## config.mk

```make
export PLATFORM = sky130hd
export DESIGN_NAME = rxPktFifo
export DESIGN_NICKNAME = d
export VERILOG_FILES = /design/src/rtl/rxfifo_pkg.sv /design/src/rtl/rxfifo_datapath.sv /design/src/rtl/rxfifo_control.sv /design/src/rtl/rxPktFifo.sv
export SDC_FILE = /design/constraint.sdc
export NUM_CORES = 1
export LEC_CHECK = 0
export BUFFER_PORTS_ARGS = -buffer_cell sky130_fd_sc_hd__buf_4
export CAP_MARGIN = 25
export CORE_MARGIN = 4
export CORE_UTILIZATION = 45
export CTS_BUF_LIST = sky130_fd_sc_hd__clkbuf_4 sky130_fd_sc_hd__clkbuf_8
export DETAILED_ROUTE_END_ITERATION = 12
export PLACE_DENSITY = 0.61
export RECOVER_POWER = 50
export SYNTH_ARGS = -nofsm -noshare
export SYNTH_HDL_FRONTEND = slang
export SYNTH_SLANG_ARGS = --single-unit
```

## constraint.sdc

```tcl
create_clock -name clk -period 3.76 [get_ports clk]
set_input_delay 0.564 -clock clk [delete_from_list [all_inputs] [get_ports clk]]
set_output_delay 0.564 -clock clk [all_outputs]
set_load 0.02 [all_outputs]
```

## src/rtl/rxfifo_pkg.sv

```systemverilog
package rxfifo_pkg;
  typedef struct packed {
    logic memWr;
    logic endPkt;
    logic rdPtrInc;
    logic relPkt;
    logic latchHi;
    logic clear;
  } fifoStrobe_t;
endpackage

```

## src/rtl/rxfifo_datapath.sv

```systemverilog
module rxfifo_datapath
  import rxfifo_pkg::*;
#(
  parameter int DEPTH = 128,
  parameter int CNT_W = 10
) (
  input  logic             clk,
  input  logic             rstN,
  input  fifoStrobe_t      strb,
  input  logic             wrSel,
  input  logic             rdSel,
  input  logic             dblMode,
  input  logic [7:0]       wrData,
  output logic             wrRoom,
  output logic [7:0]       dataOut,
  output logic [7:0]       cntLo,
  output logic [7:0]       cntHi
);
  localparam int AW   = $clog2(DEPTH);
  localparam int PW   = AW + 1;
  localparam int HALF = DEPTH / 2;

  logic [7:0]       mem [DEPTH];
  logic [PW-1:0]    wrPtr;
  logic [PW-1:0]    rdPtr;
  logic [CNT_W-1:0] cnt [2];
  logic [7:0]       hiReg;
  logic [PW-1:0]    capacity;
  logic [AW-1:0]    wrAddr;
  logic [AW-1:0]    rdAddr;
  logic [AW-1:0]    wrBase;
  logic [AW-1:0]    rdBase;

  always_comb begin
    capacity = dblMode ? PW'(HALF) : PW'(DEPTH);
    wrRoom   = wrPtr < capacity;
    wrBase   = (dblMode && wrSel) ? AW'(HALF) : '0;
    rdBase   = (dblMode && rdSel) ? AW'(HALF) : '0;
    wrAddr   = wrBase + wrPtr[AW-1:0];
    rdAddr   = rdBase + rdPtr[AW-1:0];
    dataOut  = mem[rdAddr];
    cntLo    = cnt[rdSel][7:0];
    cntHi    = hiReg;
  end

  always_ff @(posedge clk) begin
    if (strb.memWr) mem[wrAddr] <= wrData;
  end

  always_ff @(posedge clk) begin
    if (!rstN || strb.clear) begin
      wrPtr <= '0;
    end else if (strb.endPkt) begin
      wrPtr <= '0;
    end else if (strb.memWr) begin
      wrPtr <= wrPtr + 1'b1;
    end
  end

  always_ff @(posedge clk) begin
    if (!rstN || strb.clear) begin
      rdPtr <= '0;
    end else if (strb.relPkt) begin
      rdPtr <= '0;
    end else if (strb.rdPtrInc) begin
      rdPtr <= rdPtr + 1'b1;
    end
  end

  for (genvar b = 0; b < 2; b++) begin : g_cnt
    always_ff @(posedge clk) begin
      if (!rstN || strb.clear) begin
        cnt[b] <= '0;
      end else if (strb.endPkt && (wrSel == b[0])) begin
        cnt[b] <= CNT_W'(wrPtr) + CNT_W'(strb.memWr);
      end else if (strb.relPkt && (rdSel == b[0])) begin
        cnt[b] <= '0;
      end
    end
  end

  always_ff @(posedge clk) begin
    if (!rstN || strb.clear) begin
      hiReg <= '0;
    end else if (strb.latchHi) begin
      hiReg <= 8'(cnt[rdSel] >> 8);
    end
  end
endmodule

```

## src/rtl/rxfifo_control.sv

```systemverilog
module rxfifo_control
  import rxfifo_pkg::*;
#(
  parameter int DEPTH = 128,
  parameter int CNT_W = 10
) (
  input  logic             clk,
  input  logic             rstN,
  input  logic             flush,
  input  logic             epEnable,
  input  logic [CNT_W-1:0] maxPktSize,
  input  logic             wrValid,
  input  logic             wrEnd,
  input  logic             cpuRdData,
  input  logic             cpuRdCntLo,
  input  logic             cpuClrRdy,
  input  logic             wrRoom,
  output fifoStrobe_t      strb,
  output logic             wrSel,
  output logic             rdSel,
  output logic             dblMode,
  output logic [1:0]       bufFull,
  output logic             pktReady,
  output logic             wrBusy,
  output logic             overflow
);
  localparam int HALF = DEPTH / 2;

  logic enPrev;
  logic gap;
  logic enRise;
  logic relOk;

  always_comb begin
    enRise        = epEnable && !enPrev;
    wrBusy        = !epEnable || bufFull[wrSel];
    pktReady      = bufFull[rdSel] && !gap;
    relOk         = cpuClrRdy && bufFull[rdSel] && !flush;
    strb.clear    = flush;
    strb.memWr    = wrValid && !wrBusy && wrRoom && !flush;
    strb.endPkt   = wrEnd && !wrBusy && !flush;
    strb.rdPtrInc = cpuRdData && bufFull[rdSel] && !flush;
    strb.relPkt   = relOk;
    strb.latchHi  = cpuRdCntLo && !flush;
  end

  always_ff @(posedge clk) begin
    if (!rstN) begin
      enPrev  <= 1'b0;
      dblMode <= 1'b0;
    end else begin
      enPrev <= epEnable;
      if (enRise) dblMode <= (maxPktSize <= CNT_W'(HALF));
    end
  end

  always_ff @(posedge clk) begin
    if (!rstN || flush) begin
      bufFull  <= '0;
      wrSel    <= 1'b0;
      rdSel    <= 1'b0;
      gap      <= 1'b0;
      overflow <= 1'b0;
    end else begin
      gap <= 1'b0;
      if (wrValid && (wrBusy || !wrRoom)) overflow <= 1'b1;
      if (strb.endPkt) begin
        bufFull[wrSel] <= 1'b1;
        if (dblMode) wrSel <= !wrSel;
      end
      if (relOk) begin
        bufFull[rdSel] <= 1'b0;
        if (dblMode) begin
          rdSel <= !rdSel;
          gap   <= bufFull[!rdSel];
        end
      end
      if (enRise) begin
        wrSel <= 1'b0;
        rdSel <= 1'b0;
      end
    end
  end
endmodule

```

## src/rtl/rxPktFifo.sv

```systemverilog
module rxPktFifo
  import rxfifo_pkg::*;
#(
  parameter int DEPTH = 128,
  parameter int CNT_W = 10
) (
  input  logic             clk,
  input  logic             rstN,
  input  logic             flush,
  input  logic             epEnable,
  input  logic [CNT_W-1:0] maxPktSize,
  input  logic             wrValid,
  input  logic [7:0]       wrData,
  input  logic             wrEnd,
  output logic             wrBusy,
  output logic             overflow,
  input  logic             cpuRdData,
  output logic [7:0]       dataOut,
  input  logic             cpuRdCntLo,
  output logic [7:0]       cntLo,
  output logic [7:0]       cntHi,
  input  logic             cpuClrRdy,
  output logic             pktReady
);
  fifoStrobe_t strb;
  logic        wrSel;
  logic        rdSel;
  logic        dblMode;
  logic [1:0]  bufFull;
  logic        wrRoom;

  rxfifo_control #(.DEPTH(DEPTH), .CNT_W(CNT_W)) u_ctrl (
    .clk(clk), .rstN(rstN), .flush(flush), .epEnable(epEnable),
    .maxPktSize(maxPktSize), .wrValid(wrValid), .wrEnd(wrEnd),
    .cpuRdData(cpuRdData), .cpuRdCntLo(cpuRdCntLo), .cpuClrRdy(cpuClrRdy),
    .wrRoom(wrRoom), .strb(strb), .wrSel(wrSel), .rdSel(rdSel),
    .dblMode(dblMode), .bufFull(bufFull), .pktReady(pktReady),
    .wrBusy(wrBusy), .overflow(overflow)
  );

  rxfifo_datapath #(.DEPTH(DEPTH), .CNT_W(CNT_W)) u_dp (
    .clk(clk), .rstN(rstN), .strb(strb), .wrSel(wrSel), .rdSel(rdSel),
    .dblMode(dblMode), .wrData(wrData), .wrRoom(wrRoom),
    .dataOut(dataOut), .cntLo(cntLo), .cntHi(cntHi)
  );
endmodule

```

==> results of run 1 <==
per-stage QoR:
step	hold slack, ns	area, um2
6_report	0.106	50300
5_1_grt	0.0510	50300
4_1_cts	0.0149	50200
3_5_place_dp	0.472	45500
3_3_place_gp	0.463	45500
2_1_floorplan	0.482	41900
kinds of logic after synthesis:
| kind of cell | after synthesis |
|---|---|
| adders and majority gates | 5 |
| AOI/OAI and AO/OA | 220 |
| muxes | 369 |
| other | 1 |
| and+or+nand+nor | 328 |
| DFF | 1067 |
| buffers and inverters | 138 |
| xor gates and xnor gates | 20 |
critical path, cell delays in order (launching register included):
cell,delay [ns]
dfxtp_4,0.37
buf_12,0.15
buf_16,0.18
buf_6,0.11
mux4_2,0.51
mux2i_2,0.22
o22a_1,0.25
o211ai_1,0.22
o22a_2,0.33
buf_6,0.15
where the power goes:
group / total (W) / switching [W] / internal, W
sequential: 0.0131 / 0.00000473 / 0.0131
clock: 0.00951 / 0.00444 / 0.00508
combinational: 0.000340 / 0.000271 / 0.0000698
total: 0.0229 / 0.00471 / 0.0182
layer usage:
| metal | global-route usage (%) | vias up | share of wire, % |
|---|---|---|---|
| met5 | 0 | - | 0.015 |
| li1 | - | 9673 | - |
| met4 | 7.99 | 2 | 3.2 |
| met2 | 33.4 | 1077 | 46 |
| met1 | 31.6 | 11900 | 42 |
| met3 | 6.42 | 197 | 9.0 |
cell usage in the layout (no fill, tap or decap), drive strengths merged, types with 15 or more instances in the layout:
| master | synthesis | final |
|---|---|---|
| dfxtp | 25 | 25 |
| buf | 86 | 344 |
| a31oi | 18 | 18 |
| o22ai | 28 | 28 |
| mux2i | 162 | 162 |
| nand2 | 48 | 48 |
| a21oi | 34 | 34 |
| edfxtp | 1042 | 1042 |
| nor2 | 178 | 178 |
| o221ai | 15 | 15 |
| mux4 | 191 | 191 |
| mux2 | 16 | 16 |
| clkinv | 0 | 61 |
| clkbuf | 44 | 252 |
| nor2b | 17 | 17 |
| a211oi | 26 | 26 |
| a22oi | 33 | 33 |
| nand3 | 27 | 27 |
state kept, by name (all words and copies together), names as in the netlist, 2 cells and up, named ones only:
| name | count |
|---|---|
| u_ctrl.bufFull | 2 |
| u_dp.cnt | 18 |
| u_dp.mem | 1024 |
| u_dp.rdPtr | 7 |
| u_dp.wrPtr | 8 |
worst max path at each step:
stage                          startpoint         end  slack [ns]  cells past startpoint
6_report       u_dp.rdPtr[0]$_SDFFE_PP0P_  dataOut[5]       -0.15                      9
2_1_floorplan  u_dp.rdPtr[0]$_SDFFE_PP0P_  dataOut[3]        0.81                      9
3_5_place_dp   u_dp.rdPtr[0]$_SDFFE_PP0P_  dataOut[6]        0.06                      8
5_1_grt        u_dp.rdPtr[0]$_SDFFE_PP0P_  dataOut[5]       -0.25                      9
4_1_cts        u_dp.rdPtr[0]$_SDFFE_PP0P_  dataOut[7]       -0.21                     10
3_3_place_gp   u_dp.rdPtr[0]$_SDFFE_PP0P_  dataOut[6]        0.02                      8
area by class of cell:
| class | count | area, um2 |
|---|---|---|
| Multi-Input combinational cell | 949 | 10100 |
| Timing Repair Buffer | 379 | 3500 |
| Tap cell | 1243 | 1560 |
| Fill cell | 7108 | 41700 |
| Clock buffer | 228 | 2780 |
| Antenna cell | 3 | 7.51 |
| Clock inverter | 76 | 492 |
| Sequential cell | 1067 | 31800 |
| Inverter | 8 | 30.0 |
repair_timing:
action | in CTS | in global routing
endpoints found under the hold margin | 6 | 0
pin swaps | 26 | 18
gates resized for setup | 168 | 28
gates cloned | 9 | 0
hold buffers | 6 | 0
buffers inserted | 45 | 14
setup endpoints to repair | 8 | 8
==> qor.yml, run 1 <==
power_w: 0.0229
final_antenna_net_count: 0
synth_top_area_share_pct: 74.7
crit_required_ns: 3.20
synth_edf_count: 1042
synth_fa_ha_area_share_pct: 0.149
cts_htree_levels: 4
drc_errors: 0
synth_flop_cell: "edfxtp_1"
synth_area_um2: 41900
whs_path_depth: 4
worstHoldStart: "maxPktSize[8]"
die_h_um: 313
synth.area.mux_share_pct: 14.6
critPathArrivalTime_ns: 3.34
power_density_nw_per_um2: 456
synth-simple-area-share_pct: 3.54
cap_violations: 10
grt_util_all_layers_pct: 22.3
setup-tns-final_ns: -0.870
final_cells: 3953
min_path_type: "primary input to flip-flop"
start_util_pct: 45.5
synth_top_family_by_area: "multiplexers"
critPathKind: "flip-flop to output pin"
dieArea_um2: 98000
vias_per_cell: 5.77
ys_warn_count: 0
drtIter0Drc: 2483
setup_viol: 8
syn_area_per_cell_um2: 19.5
synth_cells: 2148
synth_common_cells: "edfxtp_1 (1042), mux4_2 (191), nor2_1 (178)"
worst_pin_slew_ns: 3.70
ys_seq_area_share_pct: 75.9
drive_gt1_share_pct: 34.4
synth-xor-area-share_pct: 0.418
overflow: 0
worst-path-max-fanout: 8
end_kind: "output pin"
finalWeightedCongestion: 0.836
path_clk_slew_ns: 0.06
yosysUniqueCellTypes: 61
synthArstFlopShare_pct: 0
status: "finished, violations left"
period_minus_slack_ns: 3.91
period_share_pct: 104
violations: "max-capacitance violations, max-slew violations, negative setup slack"
synthTopCellsByArea: "edfxtp_1 (75%), mux4_2 (10%), mux2i_1 (3.9%), nor2_1 (1.6%), dfxtp_1 (1.2%)"
synth_seq_cells: 1067
final.setup_skew_ns: 0.0316
reg2reg_slack_ns: 0.34
min_to: "u_ctrl.dblMode$_SDFFE_PN0P_"
startpoint_type: "flip-flop"
numPortBuffers: 46
yosysMostFrequentCell: "edfxtp_1"
grt_antenna_before_repair: 3
placed_cells: 3578
cts.sinks: 1067
nets: 2605
p_leak_nw: 15.8
drt_wl_total_mm: 109
grt_pass1_vias: 23300
std_cell_rows: 111
place_ws_ns: 0.0627
syn_to_final_growth_pct: 20.1
fin_ws_ns: -0.146
grt_max_degree: 129
max_freq_mhz: 256
grt_pass1_wl_mm: 158
place.detailed.hpwl_mm: 66.9
root_buffer: "clkbuf_8"
ir_drop_uv: 285
fp.dieW_um: 313
synth_compound_area_share_pct: 3.77
vias: 22800
timing.rr.start: "u_ctrl.dblMode$_SDFFE_PN0P_"
firstDrtPassIters: 5
numCtsBuffers: 168
num_io_pins: 54
clk_latency_ns: 0.81
cts_tree: "yes"
drt-wirelength-per-cell_um: 27.6
worstRegToRegCells: 6
clk_path_buf_depth: 3
grt_setup_unrepaired: "true"
report.final.slew_viol_count: 711
r2r_end: "u_dp.mem[94][6]$_DFFE_PP_"
relSlewSlack_pct: -147
synth_top_area_cell: "edfxtp_1"
finalHoldViolCount: 0
fin_util_pct: 54.7
core-area_um2: 91900
No activity file was read; power rests on OpenSTA's default activity.
==> run 2: changes to the inputs <==
==> constraint.sdc (replaced) <==
create_clock -name clk -period 3.76 [get_ports clk]
set_input_delay 0.564 -clock clk [delete_from_list [all_inputs] [get_ports clk]]
set_output_delay 0.564 -clock clk [all_outputs]
set_load 0.1 [all_outputs]
==> run 2 against run 1 <==
  * The run still ends with max-capacitance violations, max-slew violations, negative setup slack left
  * Sequential cell count is the same
  * Register-to-register slack got worse by 0.18 ns
  * Utilization rose by 0.14 points
  * Combinational power increased by 24%
  * Clock power grew 0.5%
  * Worst setup slack worse by 0.070 ns
  * Power up 0.54%
  * First-iteration DRC count is 0.24% lower
  * Worst hold slack got worse by 0.0073 ns
  * Via count fell by 0.21%
  * Critical path type unchanged
  * Highest routed layer unchanged
==> qor.yml, run 2 (synthesis gave the netlist of run 1 again) <==
path_clk_slew_ns: 0.06
grt_max_degree: 129
drive_gt1_share_pct: 33.9
cts_htree_levels: 4
max_freq_mhz: 252
pwr-share-clk_pct: 41.4
place.detailed.hpwl_mm: 64.8
vias: 22800
swShare_pct: 20.7
worst_pin_slew_ns: 3.61
cap_violations: 10
drt_wl_total_mm: 111
finalWeightedCongestion: 0.830
power_w: 0.0231
syn_to_final_growth_pct: 20.4
reg2reg_slack_ns: 0.16
p_int_w: 0.0183
finalHoldViolCount: 0
final_antenna_net_count: 0
grt_setup_unrepaired: "true"
critPathKind: "flip-flop to output pin"
clk_latency_ns: 0.83
grt_util_all_layers_pct: 22.6
period_minus_slack_ns: 3.98
worst-path-max-fanout: 7
final_common_cell: "edfxtp_1"
grt_antenna_before_repair: 3
numCtsBuffers: 168
root_buffer: "clkbuf_8"
numPortBuffers: 46
postLayoutCellArea_um2: 50400
grt_pass1_vias: 23200
final.setup_skew_ns: 0.0276
top_register: "u_dp.mem"
fp.dieW_um: 313
drtIter0Drc: 2477
reg.largest.list: "u_dp.mem x1024, u_dp.cnt x18, u_dp.wrPtr x8"
min_path_type: "primary input to flip-flop"
vias_per_cell: 5.78
relSlewSlack_pct: -141
drt-wirelength-per-cell_um: 28.2
holdWs_ns: 0.0984
firstDrtPassIters: 5
ir_drop_uv: 305
final_cells: 3940
regArea_um2: 31800
critPathArrivalTime_ns: 3.41
overflow: 0
place_area_um2: 45300
power_density_nw_per_um2: 458
crit_required_ns: 3.20
grt_pass1_wl_mm: 160
power.switching_w: 0.00477
setup_viol: 8
core-area_um2: 91900
combPwrFrac_pct: 1.8
fillCellCount: 7157
multiInputGateArea_um2: 10000
dieArea_um2: 98000
fin_ws_ns: -0.216
clk_path_buf_depth: 3
p_leak_nw: 15.8
std_cell_rows: 111
status: "finished, violations left"
start_util_pct: 45.5
num_io_pins: 54
cts_tree: "yes"
seqPwrFrac_pct: 56.7
drc_errors: 0
violations: "max-capacitance violations, max-slew violations, negative setup slack"
die_h_um: 313
nets: 2596
largest_reg_flops: 1024
report.final.slew_viol_count: 731
final_cell_mix: "edfxtp_1 (1042), buf_4 (265), mux4_2 (191)"
startpoint_type: "flip-flop"
placed_cells: 3557
period_share_pct: 106
fin_util_pct: 54.8
end_kind: "output pin"
cts.sinks: 1067
[run 2: changes by cell type in the layout (fill, tap and decap cells not counted), sizes merged]
| cell | change |
|---|---|
| inv | +3 |
| bufbuf | +5 |
| buf | -16 |
| clkinv | -12 |
| clkbuf | +10 |
| clkinvlp | -2 |
| dlymetal6s4s | -1 |
[run 2: final timing paths]
kind                           startpoint                            to  depth (start not counted)
min reg2reg  u_ctrl.overflow$_SDFFE_PP0P_  u_ctrl.overflow$_SDFFE_PP0P_                          2
max reg2reg     u_ctrl.wrSel$_SDFFE_PP0P_      u_dp.mem[1][7]$_DFFE_PP_                          8
min                         maxPktSize[8]   u_ctrl.dblMode$_SDFFE_PN0P_                          4
max            u_dp.rdPtr[0]$_SDFFE_PP0P_                    dataOut[5]                         10
[run 2: power by group through the flow]
stage	Sequential [W]	Combinational (W)	Clock, W
3_5_place_dp	0.0133	0.000424	0
5_1_grt	0.0131	0.000447	0.0103
4_1_cts	0.0131	0.000443	0.00976
6_report	0.0131	0.000420	0.00956
3_3_place_gp	0.0133	0.000405	0
2_1_floorplan	0.0133	0.000142	0
[run 2: worst max-delay path: stages (launching register included)]
cell and delay [ns]:
dfxtp_4 0.44, buf_6 0.14, buf_16 0.15, buf_12 0.14, mux4_2 0.51, mux2i_1 0.17, buf_4 0.16, o22a_1 0.13
o211ai_1 0.20, o22a_2 0.37, buf_12 0.19
[run 2: cell type report]
type                    count  area share [%]
inverters                   8          0.0596
clock buffers             235            5.61
multi-input cells         949            19.9
well taps                1243            3.09
flip-flops and latches   1067            63.1
diodes                      3          0.0149
clock inverters            65           0.869
repair buffers            370            7.41
[run 2: through the flow]
| step | setup WS, ns | TNS [ns] |
|---|---|---|
| after floorplan | 0.304 | 0 |
| after global placement | 0.125 | 0 |
| after detailed placement | 0.149 | 0 |
| after CTS | -0.240 | -1.85 |
| after global routing | -0.307 | -5.19 |
| final | -0.216 | -1.49 |
[run 2: what timing repair did]
action                     4_1_cts  5_1_grt
hold endpoints to repair         6        0
hold buffers                     6        0
pin swaps                       22       18
setup endpoints to repair        8        8
buffers inserted                46       17
gates resized for setup        149       38
cloned                          14        3
[run 2: layer usage]
metal	vias to the layer above	routed length, um	GRT usage (%)
met1	11800	45200	31.1
li1	9645	-	-
met5	-	85	0.445
met4	6	3120	7.16
met3	216	10400	6.58
met2	1080	52300	35.2
